==> src/rtl/hbus_pkg.sv <==
package hbus_pkg;
  typedef enum logic [2:0] {
    ST_IDLE,
    ST_RD_ADDR,
    ST_RD_DATA,
    ST_WR_ADDR,
    ST_WR_DATA,
    ST_HALT
  } hbus_state_e;
endpackage

==> src/rtl/hbus_seq.sv <==
module hbus_seq
  import hbus_pkg::*;
#(
  parameter int DW = 16
) (
  input  logic          clk_i,
  input  logic          rst_ni,
  input  logic          rd_i,
  input  logic          wr_i,
  input  logic          halt_i,
  input  logic          word_i,
  input  logic          fetch_i,
  input  logic [DW-1:0] addr_i,
  input  logic [DW-1:0] wdata_i,
  input  logic [DW-1:0] reason_i,
  output hbus_state_e   state_o,
  output logic [DW-1:0] addr_o,
  output logic [DW-1:0] data_o,
  output logic          word_o,
  output logic          fetch_o,
  output logic [DW-1:0] lane_mask_o
);
  localparam int LANES = DW / 8;

  hbus_state_e state_q;
  logic [DW-1:0] addr_q, data_q;
  logic word_q, fetch_q;

  always_ff @(posedge clk_i or negedge rst_ni) begin
    if (!rst_ni) begin
      state_q <= ST_IDLE;
      addr_q  <= '0;
      data_q  <= '0;
      word_q  <= 1'b0;
      fetch_q <= 1'b0;
    end else begin
      unique case (state_q)
        ST_IDLE: begin
          // write > read > halt
          if (wr_i) begin
            state_q <= ST_WR_ADDR;
            addr_q  <= addr_i;
            data_q  <= wdata_i;
            word_q  <= word_i;
            fetch_q <= 1'b0;
          end else if (rd_i) begin
            state_q <= ST_RD_ADDR;
            addr_q  <= addr_i;
            word_q  <= word_i;
            fetch_q <= fetch_i;
          end else if (halt_i) begin
            state_q <= ST_HALT;
            data_q  <= reason_i;
            word_q  <= 1'b1;
            fetch_q <= 1'b0;
          end
        end
        ST_RD_ADDR: state_q <= ST_RD_DATA;
        ST_WR_ADDR: state_q <= ST_WR_DATA;
        default:    state_q <= ST_IDLE;
      endcase
    end
  end

  for (genvar g = 0; g < LANES; g++) begin : g_lane
    if (g == 0) begin : g_low
      assign lane_mask_o[7:0] = 8'hFF;
    end else begin : g_high
      assign lane_mask_o[g*8 +: 8] = {8{word_q}};
    end
  end

  assign state_o = state_q;
  assign addr_o  = addr_q;
  assign data_o  = data_q;
  assign word_o  = word_q;
  assign fetch_o = fetch_q;

  // address phase always followed by its own data phase
  a_r2_rd_addr_then_data: assert property (@(posedge clk_i) disable iff (!rst_ni)
    state_q == ST_RD_ADDR |=> state_q == ST_RD_DATA);
  a_r5_wr_addr_then_data: assert property (@(posedge clk_i) disable iff (!rst_ni)
    state_q == ST_WR_ADDR |=> state_q == ST_WR_DATA);
  // no acceptance while busy, latched address stable mid-transaction
  a_r9_addr_stable_busy: assert property (@(posedge clk_i) disable iff (!rst_ni)
    (state_q == ST_RD_ADDR || state_q == ST_WR_ADDR) |=> $stable(addr_q));
endmodule

==> src/rtl/hbus_drive.sv <==
module hbus_drive
  import hbus_pkg::*;
#(
  parameter int DW = 16
) (
  input  logic          clk_i,
  input  logic          rst_ni,
  input  hbus_state_e   state_i,
  input  logic [DW-1:0] addr_i,
  input  logic [DW-1:0] data_i,
  input  logic          word_i,
  input  logic [DW-1:0] lane_mask_i,
  output logic [DW-1:0] bus_o,
  output logic          bus_oe_o,
  output logic          mem_rd_o,
  output logic          mem_wr_o,
  output logic          word_o,
  output logic          halted_o
);
  always_comb begin
    bus_o    = '0;
    bus_oe_o = 1'b0;
    mem_rd_o = 1'b0;
    mem_wr_o = 1'b0;
    halted_o = 1'b0;
    unique case (state_i)
      ST_RD_ADDR: begin bus_o = addr_i; bus_oe_o = 1'b1; mem_rd_o = 1'b1; end
      ST_WR_ADDR: begin bus_o = addr_i; bus_oe_o = 1'b1; mem_wr_o = 1'b1; end
      ST_WR_DATA: begin bus_o = data_i & lane_mask_i; bus_oe_o = 1'b1; end
      ST_HALT:    begin bus_o = data_i; bus_oe_o = 1'b1; halted_o = 1'b1; end
      default: ;
    endcase
  end

  assign word_o = (state_i != ST_IDLE) && word_i;

  a_r9_rd_wr_exclusive: assert property (@(posedge clk_i) disable iff (!rst_ni)
    !(mem_rd_o && mem_wr_o));
  // released bus during the read data phase
  a_r8_release_after_rd: assert property (@(posedge clk_i) disable iff (!rst_ni)
    mem_rd_o |=> !bus_oe_o && !mem_rd_o);
  a_r7_halt_drives: assert property (@(posedge clk_i) disable iff (!rst_ni)
    halted_o |-> bus_oe_o && word_o);
endmodule

==> src/rtl/hbus_capture.sv <==
module hbus_capture
  import hbus_pkg::*;
#(
  parameter int DW = 16
) (
  input  logic          clk_i,
  input  logic          rst_ni,
  input  hbus_state_e   state_i,
  input  logic          fetch_i,
  input  logic [DW-1:0] lane_mask_i,
  input  logic [DW-1:0] bus_i,
  output logic [DW-1:0] rdata_o,
  output logic          rvalid_o,
  output logic [DW-1:0] ir_o
);
  logic          cap;
  logic [DW-1:0] masked;
  logic [DW-1:0] rdata_q, ir_q;
  logic          rvalid_q;

  assign cap    = (state_i == ST_RD_DATA);
  assign masked = bus_i & lane_mask_i;

  always_ff @(posedge clk_i or negedge rst_ni) begin
    if (!rst_ni) begin
      rdata_q  <= '0;
      ir_q     <= '0;
      rvalid_q <= 1'b0;
    end else begin
      rvalid_q <= cap;
      if (cap) rdata_q <= masked;
      if (cap && fetch_i) ir_q <= masked;
    end
  end

  // instruction path is transparent only in the fetch data phase
  assign ir_o     = (cap && fetch_i) ? masked : ir_q;
  assign rdata_o  = rdata_q;
  assign rvalid_o = rvalid_q;

  a_r3_rdata_held: assert property (@(posedge clk_i) disable iff (!rst_ni)
    !cap |=> $stable(rdata_q));
  a_r6_ir_held: assert property (@(posedge clk_i) disable iff (!rst_ni)
    !(cap && fetch_i) |=> $stable(ir_q));
endmodule

==> src/rtl/hbus_bridge.sv <==
module hbus_bridge
  import hbus_pkg::*;
#(
  parameter int DW = 16
) (
  input  logic          clk_i,
  input  logic          rst_ni,
  input  logic          irq_i,
  input  logic          core_rd_i,
  input  logic          core_wr_i,
  input  logic          core_halt_i,
  input  logic          core_word_i,
  input  logic          core_fetch_i,
  input  logic [DW-1:0] core_addr_i,
  input  logic [DW-1:0] core_wdata_i,
  input  logic [DW-1:0] core_reason_i,
  output logic          core_busy_o,
  output logic [DW-1:0] core_rdata_o,
  output logic          core_rvalid_o,
  output logic [DW-1:0] core_ir_o,
  output logic          core_irq_o,
  input  logic [DW-1:0] bus_i,
  output logic [DW-1:0] bus_o,
  output logic          bus_oe_o,
  output logic          mem_rd_o,
  output logic          mem_wr_o,
  output logic          word_o,
  output logic          halted_o
);
  hbus_state_e   state;
  logic [DW-1:0] addr_q, data_q, lane_mask;
  logic          word_q, fetch_q, irq_q;

  hbus_seq #(.DW(DW)) u_seq (
    .clk_i, .rst_ni,
    .rd_i(core_rd_i), .wr_i(core_wr_i), .halt_i(core_halt_i),
    .word_i(core_word_i), .fetch_i(core_fetch_i),
    .addr_i(core_addr_i), .wdata_i(core_wdata_i), .reason_i(core_reason_i),
    .state_o(state), .addr_o(addr_q), .data_o(data_q),
    .word_o(word_q), .fetch_o(fetch_q), .lane_mask_o(lane_mask)
  );

  hbus_drive #(.DW(DW)) u_drive (
    .clk_i, .rst_ni,
    .state_i(state), .addr_i(addr_q), .data_i(data_q),
    .word_i(word_q), .lane_mask_i(lane_mask),
    .bus_o, .bus_oe_o, .mem_rd_o, .mem_wr_o, .word_o, .halted_o
  );

  hbus_capture #(.DW(DW)) u_capture (
    .clk_i, .rst_ni,
    .state_i(state), .fetch_i(fetch_q), .lane_mask_i(lane_mask), .bus_i,
    .rdata_o(core_rdata_o), .rvalid_o(core_rvalid_o), .ir_o(core_ir_o)
  );

  always_ff @(posedge clk_i or negedge rst_ni) begin
    if (!rst_ni) irq_q <= 1'b0;
    else         irq_q <= irq_i;
  end

  assign core_irq_o  = irq_q;
  assign core_busy_o = (state != ST_IDLE);

  a_r3_rvalid_after_read: assert property (@(posedge clk_i) disable iff (!rst_ni)
    core_rvalid_o |-> $past(mem_rd_o, 2));
  a_r4_byte_upper_zero: assert property (@(posedge clk_i) disable iff (!rst_ni)
    (core_rvalid_o && !$past(word_o, 2)) |-> core_rdata_o[DW-1:8] == '0);
  a_r5_wr_data_follows: assert property (@(posedge clk_i) disable iff (!rst_ni)
    mem_wr_o |=> bus_oe_o && !mem_wr_o && core_busy_o);
  a_r8_oe_only_in_phases: assert property (@(posedge clk_i) disable iff (!rst_ni)
    bus_oe_o |-> (mem_rd_o || mem_wr_o || halted_o || $past(mem_wr_o)));
  a_r10_busy_in_phases: assert property (@(posedge clk_i) disable iff (!rst_ni)
    (mem_rd_o || mem_wr_o || halted_o) |-> core_busy_o);
  a_r11_irq_delay: assert property (@(posedge clk_i) disable iff (!rst_ni)
    core_irq_o == $past(irq_i));
endmodule

==> config.mk <==
export PLATFORM = sky130hd
export DESIGN_NAME = hbus_bridge
export DESIGN_NICKNAME = d
export VERILOG_FILES = /design/src/rtl/hbus_pkg.sv /design/src/rtl/hbus_seq.sv /design/src/rtl/hbus_drive.sv /design/src/rtl/hbus_capture.sv /design/src/rtl/hbus_bridge.sv
export SDC_FILE = /design/constraint.sdc
export NUM_CORES = 1
export LEC_CHECK = 0
export ABC_AREA = 1
export BUFFER_PORTS_ARGS = -buffer_cell sky130_fd_sc_hd__clkbuf_2
export CAP_MARGIN = 5
export CORE_UTILIZATION = 30
export CTS_CLUSTER_DIAMETER = 120
export DETAILED_ROUTE_END_ITERATION = 10
export PLACE_DENSITY_LB_ADDON = 0.2
export SLEW_MARGIN = 20
export SYNTH_ARGS = -nofsm -noshare
export SYNTH_HDL_FRONTEND = slang
export SYNTH_SLANG_ARGS = --single-unit
==> constraint.sdc <==
create_clock -name clk_i -period 2.3 [get_ports clk_i]
set_clock_uncertainty 0.05 [all_clocks]
set_input_delay 0 -clock clk_i [delete_from_list [all_inputs] [get_ports clk_i]]
set_output_delay 0 -clock clk_i [all_outputs]
set_load 0.01 [all_outputs]
* Word-level counts from Yosys, hierarchy flattened
Cells that the tools add are included.
Cells by class: bitwise gates (word level) 2, reduce and logical (&&, ||, !) cells 12, muxes and demuxes 21, eq/ne operators 7
Operators with widths (count):
- $mux 16 | 6
- $pmux 16 s3 | 1
- $and 16x16->16 | 2
- $mux 1 | 10
- $mux 3 | 3
- $pmux 3 s3 | 1
- $eq 3x2->1 const B | 2
- $eq 3x3->1 const B | 2
- $reduce_bool 3->1 | 2
- $ne 4x4->1 const B | 1
- $reduce_and 2->1 | 2
- $reduce_bool 2->1 | 2
- $reduce_or 4->1 | 1
- $eq 3x1->1 const B | 1
- $logic_not 3->1 | 1
- $reduce_and 3->1 | 1
- $logic_and 1x1->1 | 2
- $ne 2x1->1 const B | 1
- $reduce_or 2->1 | 1
Word-level totals: word-level logic and storage cells 51, bits in registers 71

* Longest topological paths before layout
Gate-level depths: netlist of the first run.
word-level depth 4, gate-level depth with buffers 7, gate-level depth less buffers 6

* By module
A second synthesis of the first run with hierarchy kept.
Second synthesis, totals: cells, all modules 498, area total of the unflattened synthesis 3684.8 sq um
Modules (own cells, without submodules):
- hbus_seq | cells each 240, instances 1, seq. area each 925.9 sq um, area each 1863.0 sq um
- hbus_capture | cells each 158, instances 1, seq. area each 825.8 sq um, area each 1373.8 sq um
- hbus_drive | cells each 96, instances 1, seq. area each 0.0 sq um, area each 411.6 sq um
- hbus_bridge | cells each 4, instances 1, seq. area each 25.0 sq um, area each 36.3 sq um

* Least setup slack after synthesis of the first run
No wires, ideal clock.
kind reg-to-reg, start register u_seq.state_q[0] (netlist: u_seq.state_o[0]), end register u_seq.addr_q[0] (netlist: u_seq.addr_o[0]), period minus slack after synthesis 1.326 ns, path buffers 1, cell stages (with the launch flop) 7, arrival time 1.211 ns, setup slack 0.974 ns, cell sequence dfrtp_1 > inv_2 > nand2_1 > nor2_4 > buf_2 > nand2_1 > nand2_1
On the way: cells in the longest elaborated chain, start to end 2
Ends and longest elaborated chain:
- from (decl) | line hbus_seq.sv:25 | hbus_state_e state_q;
- from (signal assigned) | line hbus_seq.sv:31 | state_q <= ST_IDLE;
- from (signal assigned) | line hbus_seq.sv:41 | state_q <= ST_WR_ADDR;
- from (signal assigned) | line hbus_seq.sv:47 | state_q <= ST_RD_ADDR;
- $logic_not 3->1 | line hbus_seq.sv:37 | unique case (state_q)
- $reduce_and 2->1 (no line)
- to (signal assigned) | line hbus_seq.sv:42 | addr_q <= addr_i;
- to (signal assigned) | line hbus_seq.sv:48 | addr_q <= addr_i;
- to (decl) | line hbus_seq.sv:26 | logic [DW-1:0] addr_q, data_q;
Every way passes these cells. A chain may end at the register's enable or synchronous reset.

* Worst setup path after layout of the first run
start register u_seq.state_q[2] (netlist: u_seq.state_o[2]), end output port bus_o[8]
On the way: cells in the longest elaborated chain, start to end 3, elaborated cells between the ends (all ways) 6, classes of those cells eq/ne (4); mux (1); reduce/logical (1)
Ends and longest elaborated chain:
- $eq 3x1->1 / $eq 3x2->1 (equally long branches) | line hbus_drive.sv:26 | unique case (state_i)
- $reduce_or 2->1 (no line)
- $pmux 16 s3 (*) | line hbus_drive.sv:26
- to (decl) | line hbus_bridge.sv:23 | output logic [DW-1:0] bus_o,
Mark *: on every way between the ends. The rest lies on a longest branch, timed or not.

==> results.md, run 1 <==
* Reg2Reg Setup Slack at 710 ps
* Overflow after GRT at 0
* Hold_sp: core_halt_i
* I/O Buffers at 127
* Total global-route track usage at 17.0%
* Count of flip-flops with a built-in enable after synthesis at 0
* CTS tree: built
* ANT cells at 0
* Max-slew headroom at 38.8%
* Setup crit start: u_seq.state_o[2]
* Origin of the critical flop-to-flop path: u_seq.state_o[2]
* Crit Path Class: reg2out
* Unrepaired setup endpoints after global routing: false
* Core ar. at 0.0108 sq mm
* Top-count cell post-synth: nand2_1
* Share of the synthesized area in the top cell type at 53.5%
* Fin crit share at 81.7%
* Worst-path fanout max at 10
* Routed vias at 3336
* Nets at 703
* Hold Crit Class: in2reg
* Seq/Total Area, Yosys at 53.5%
* Critical path's largest stage delay at 520 ps
* Starting Density at 30.8%
* Top FF cell, synth: dfrtp_1
* Gate power share at 45.3%
* Initial antenna violation count at 0
* Slowest stage cell on the critical path: dfrtp_1
* Switching Share at 42.6%
* Synth Warn # at 0
* Slew @ Worst Pin at 918 ps
* Run status: finished, final reports clean
* Root Buffer: clkbuf_8
* Pin count of the biggest net entering global routing at 72
* Site Rows at 38
* Total length of routed wires at 9.19 mm
* CTS clk-pin slew, worst paths at 70 ps
* Clock share of power at 16.6%
* Ports at 128
* Vias per inst at 4.30
* Post-CTS Resized at 0
* Final RePlAce weighted congestion at 0.771
* Critical Path AT at 1830 ps
* Net Count, Synth at 510
* Ys async rst share at 100%
* Die area at 0.0115 sq mm
* Area grow syn2layout at 48.7%
* Antenna Nets Post-Route at 0
* Maxcap violations at 0
* Mapped cell area at 0.00332 sq mm
* Slew Limit Fails at 0
* Pwr dens at 1150 mW/mm^2
* Number of DRC markers in iteration 0 at 160
* Sequential Power Share at 38.1%
* Die span in x at 107 um
* Maximum clock rate at 532 MHz
* Largest area contributor in the netlist: dfrtp_1
* TNS Setup at 0 ps
* Residual DRC count at 0
* Clock Sinks at 71
* CP Launch Type: flop
* Peak VDD IR at 0.440 mV
* DP HPWL at 6.14 mm
* Syn_area_per_cell at 7.58 sq um
* #FFs+latches synth at 71
* Psw at 2.42 mW
* Fill cells at 1102
* Min Tclk post-route at 1880 ps
* Layout cell share with drive strength beyond 1 at 25.0%
* Number of global-route vias before repair at 3313
* Leakage Power at 2.83 nW
* Synth unique cells at 19
* Final core utilization at 45.8%
* Commonest cells in the synthesized netlist: nand2_1 (250), dfrtp_1 (71), nand3_1 (35), inv_1 (26), buf_2 (10)
* Final hold viol count at 0
* CTS Buf Count at 9
* Htree depth at 3
* Global-route wire length before repair at 15.3 mm
* Avg WL per Cell at 11.9 um
* Crit-path cells: inv_2 > nor2_4 > o21ai_2 > o21ai_1 > clkbuf_2
* Worst setup EP type: output port
* Critical Path RT at 2250 ps
* Top cells by area, synth: dfrtp_1 (54%), nand2_1 (28%), nand3_1 (5.3%)
* Number of detailed-route iterations in the first pass at 4
* Die Height at 107 um
* Syn Inst Count at 438
* Final setup viols at 0
* Internal cell power at 3.26 mW
* Worst-Skew Late Latency at 330 ps
* CTS max path bufs at 2
## metal layers
layer / vias to the layer above / wire (um) / global-route usage (%)
li1: 1718 / - / -
met1: 1518 / 4150 / 20.8
met2: 91 / 4520 / 30.2
met3: 9 / 423 / 3.04
met4: 0 / 98 / 5.28
met5: - / 0 / 0
## through the flow
stage,area (sq um),cells,setup slack (ps),hold slack [ps],total power [mW]
3_5_place_dp,4070,691,713,63.1,4.70
4_1_cts,4940,775,431,24.4,5.76
5_1_grt,4940,775,276,80.0,6.20
2_1_floorplan,3320,438,974,-346,3.76
3_3_place_gp,4070,691,756,59.5,4.64
6_report,4940,775,420,35.3,5.68
## power by group through the flow
stage / Sequential (mW) / Combinational, mW / Clock [mW]
2_1_floorplan: 2.15 / 1.61 / 0
3_3_place_gp: 2.17 / 2.47 / 0
3_5_place_dp: 2.18 / 2.52 / 0
4_1_cts: 2.16 / 2.62 / 0.978
5_1_grt: 2.23 / 2.94 / 1.03
6_report: 2.16 / 2.58 / 0.944
## critical path: cells and delay by family (launching register included)
kind                   cells  cell delay [ps]
AOI/OAI and AO/OA          2              440
buffers and inverters      2              280
DFF                        1              520
and+or+nand+nor            1              250
## registers in the layout (all words and copies together) (netlist names)
register / cells
u_capture.ir_q: 16
u_seq.state_o: 3
u_capture.rvalid_o: 1
core_irq_o: 1
u_seq.fetch_o: 1
u_seq.data_o: 16
u_seq.addr_o: 16
u_seq.word_o: 1
u_capture.rdata_o: 16
## logic make-up after synthesis
logic type / Yosys count / share of synthesized area, %
buffers and inverters: 48 / 6.25
flip-flops: 71 / 53.5
AND/OR/NAND/NOR: 301 / 37.4
AO/OA/AOI/OAI: 18 / 2.83
## final timing paths
kind | to | cells after the start
max | bus_o[8] | 5
min in group asynchronous | u_capture.ir_q[9] | 2
max in group asynchronous | u_seq.addr_o[8] | 2
min | u_seq.word_o | 5
max reg2reg | u_seq.data_o[10] | 6
min reg2reg | u_seq.data_o[4] | 2
## area by class of cell
cell class	count	area, sq um	area share (%)
clock buffer	11	131	2.66
inverter	30	113	2.28
clock inverter	4	47.5	0.963
sequential	71	1780	36.0
multi-input combinational	319	1340	27.1
timing repair buffer	200	1360	27.5
tap	140	175	3.55
## placed cells by master (no fill, tap or decap)
cell / n
nand2_1: 250
clkbuf_2: 126
dfrtp_1: 71
dlygate4sd3_1: 69
nand3_1: 35
inv_1: 26
clkbuf_8: 9
o21ai_1: 8
o21ai_0: 8
nor2_1: 6
buf_4: 5
inv_2: 4
nor2_4: 4
nand2_4: 2
clkbuf_1: 2
clkinv_2: 2
nor3_4: 1
nor2_2: 1
nand3_2: 1
o21ai_2: 1
nand2_2: 1
a21oi_1: 1
clkinvlp_4: 1
bufinv_16: 1
## what timing repair did
action                    in CTS  in global routing
hold buffers                  69                  0
hold endpoints to repair     136                  0
setup buffers                  0                  0
(Power assumes the default switching activity.)
==> inputs of run 2 (changes only) <==
==> constraint.sdc (replaced) <==
create_clock -name clk_i -period 1.63 [get_ports clk_i]
set_clock_uncertainty 0.05 [all_clocks]
set_input_delay 0 -clock clk_i [delete_from_list [all_inputs] [get_ports clk_i]]
set_output_delay 0 -clock clk_i [all_outputs]
set_load 0.01 [all_outputs]
==> results.md, run 2 (synthesis results as in run 1) <==
* Total Power at 9.30 mW (+64%)
* Run status: complete, but fails checks
* CTS Buf Count at 9 (unchanged)
* R2r worst-path depth at 8 (+2)
* Final hold viol count at 0 (unchanged)
* Number of detailed-route iterations in the first pass at 4 (unchanged)
* Gr busiest metal: met2
* Starting Density at 30.8% (unchanged)
* Max-slew headroom at 56.5% (+18 points)
* Initial antenna violation count at 0 (unchanged)
* Overflow after GRT at 0 (unchanged)
* Global-route wire length before repair at 15.5 mm (+1.3%)
* Min Tclk post-route at 1680 ps
* Final instance area at 0.00544 sq mm (+10%)
* Worst setup EP type: output port
* Final core utilization at 50.4% (+4.7 points)
* Site Rows at 38 (unchanged)
* Setup crit end: core_ir_o[4]
* Area grow syn2layout at 63.9%
* ANT cells at 0 (unchanged)
* Area post-placement at 0.00414 sq mm (+1.8%)
* CTS max path bufs at 2 (unchanged)
* Vias per inst at 4.38 (+1.6%)
* Maximum clock rate at 595 MHz
* Met3 Track Usage GR at 2.49% (-0.55 points)
* Clock Sinks at 71 (unchanged)
* I/O Buffers at 127 (unchanged)
* Slew Limit Fails at 0 (unchanged)
* Fill cells at 1044 (-5.3%)
* Ports at 128 (unchanged)
* Htree depth at 3 (unchanged)
* Number of DRC markers in iteration 0 at 136 (-15%)
* Die span in x at 107 um (unchanged)
* Leakage Power at 3.03 nW (+7.0%)
* CP Launch Type: flop
* Reg2Reg Setup Slack at 90 ps (-620 ps)
* Met1 usage in global routing at 22.7% (+1.9 points)
* Placed Instances at 696 (+0.72%)
* Most common cell after layout, fill and taps aside: nand2_1
* CTS tree: built
* Total length of routed wires at 10.1 mm (+10%)
* Slew @ Worst Pin at 651 ps (-267 ps)
* Non-filler cells, final at 800 (+3.2%)
* Worst-path fanout max at 11 (+1)
* Most frequent cells in the layout: nand2_1 (240), clkbuf_2 (103), dlygate4sd3_1 (69), dfrtp_1 (67), nand3_1 (29)
* Multi-input gate area at 0.00146 sq mm (+9.5%)
* DP HPWL at 6.39 mm (+4.2%)
* Unrepaired setup endpoints after global routing: true
* Pin count of the biggest net entering global routing at 44 (-39%)
* Die Height at 107 um (unchanged)
* Peak VDD IR at 0.788 mV (+79%)
* Failing checks: negative setup slack
* Maxcap violations at 0 (unchanged)
* Setup crit start: u_seq.state_o[2]
* Die area at 0.0115 sq mm (unchanged)
* Seq. cell area at 0.00178 sq mm (+0.28%)
* Avg WL per Cell at 12.6 um (+6.5%)
* Met2 usage at 29.1% (-1.1 points)
* Final setup viols at 4 (+4)
* Worst-Skew Late Latency at 330 ps (about the same)
* Final worst setup slack at -49.3 ps (-469 ps)
* Total global-route track usage at 17.3% (+0.27 points)
* Critical Path AT at 1630 ps (-200 ps)
* Number of global-route vias before repair at 3285 (-0.85%)
* Fin crit share at 103%
* Routed vias at 3500 (+4.9%)
* Critical Path RT at 1580 ps (-670 ps)
* Root Buffer: clkbuf_8
* Layout cell share with drive strength beyond 1 at 32.0% (+6.9 points)
* Origin of the critical flop-to-flop path: u_seq.state_o[2]
* Antenna Nets Post-Route at 0 (unchanged)
* CTS clk-pin slew, worst paths at 70 ps (about the same)
* Crit Path Class: reg2out
* Residual DRC count at 0 (unchanged)
* Pwr dens at 1710 mW/mm^2 (+49%)
* Final RePlAce weighted congestion at 0.784 (+1.8%)
* End of the worst register-to-register path: u_seq.data_o[8]
* Core ar. at 0.0108 sq mm (unchanged)
* Hold Crit Class: in2reg
* Nets at 730 (+3.8%)
[run 2: changes by cell type in the layout (fill, tap and decap cells not counted), sizes merged]
cell	before	now
clkbuf	137	117
bufinv	1	0
clkinv	2	1
nand3	36	37
clkinvlp	1	0
buf	5	52
[run 2: what timing repair did]
item,CTS,global route
pin swaps,1,15
setup buffers,1,18
hold buffers,69,0
gates resized for setup,10,61
endpoints found under the hold margin,136,0
endpoints found under the setup margin,36,23
cloned,1,2
[run 2: power by group]
| group | internal [mW] | switching, mW |
|---|---|---|
| Combinational | 2.23 | 2.73 |
| Clock | 0.651 | 0.622 |
| Sequential | 2.59 | 0.482 |
| Total | 5.47 | 3.83 |
[run 2: per-stage QoR]
stage	hold WS, ps	worst slack, ps	setup TNS (ps)
2_1_floorplan	-346	304	0
3_3_place_gp	-83.8	141	0
3_5_place_dp	-80.4	132	0
4_1_cts	35.1	-10.2	-25.0
5_1_grt	105	-110	-1310
6_report	58.1	-49.3	-94.9
[run 2: layout make-up]
cell class | instances | share of cell area, %
Tap cell | 140 | 3.22
Timing Repair Buffer | 226 | 31.9
Sequential cell | 71 | 32.7
Clock inverter | 1 | 0.0920
Clock buffer | 12 | 3.03
Inverter | 30 | 2.11
Multi-Input combinational cell | 320 | 26.9
[run 2: worst min-delay path by stage]
stage / startpoint / endpoint / slack (ps) / depth (start not counted)
3_3_place_gp: rst_ni / u_capture.rdata_o[6] / -80 / 1
5_1_grt: core_halt_i / u_seq.word_o / 100 / 5
4_1_cts: core_halt_i / u_seq.word_o / 40 / 5
2_1_floorplan: rst_ni / core_irq_o / -350 / 0
6_report: core_halt_i / u_seq.word_o / 60 / 5
3_5_place_dp: rst_ni / u_capture.rdata_o[6] / -80 / 1
[run 2: worst max-delay path, cell delays in order, from the launching register on]
cell       delay, ps
dfrtp_2          470
nor3_4           210
buf_12           140
clkbuf_16        150
nand3_1           80
nand2_1          110
buf_2            140
[run 2: routing by layer]
layer / vias to the layer above / part of all wire, %
li1: 1779 / -
met1: 1607 / 46
met2: 103 / 49
met3: 11 / 4.1
met4: 0 / 0.91
met5: - / 0
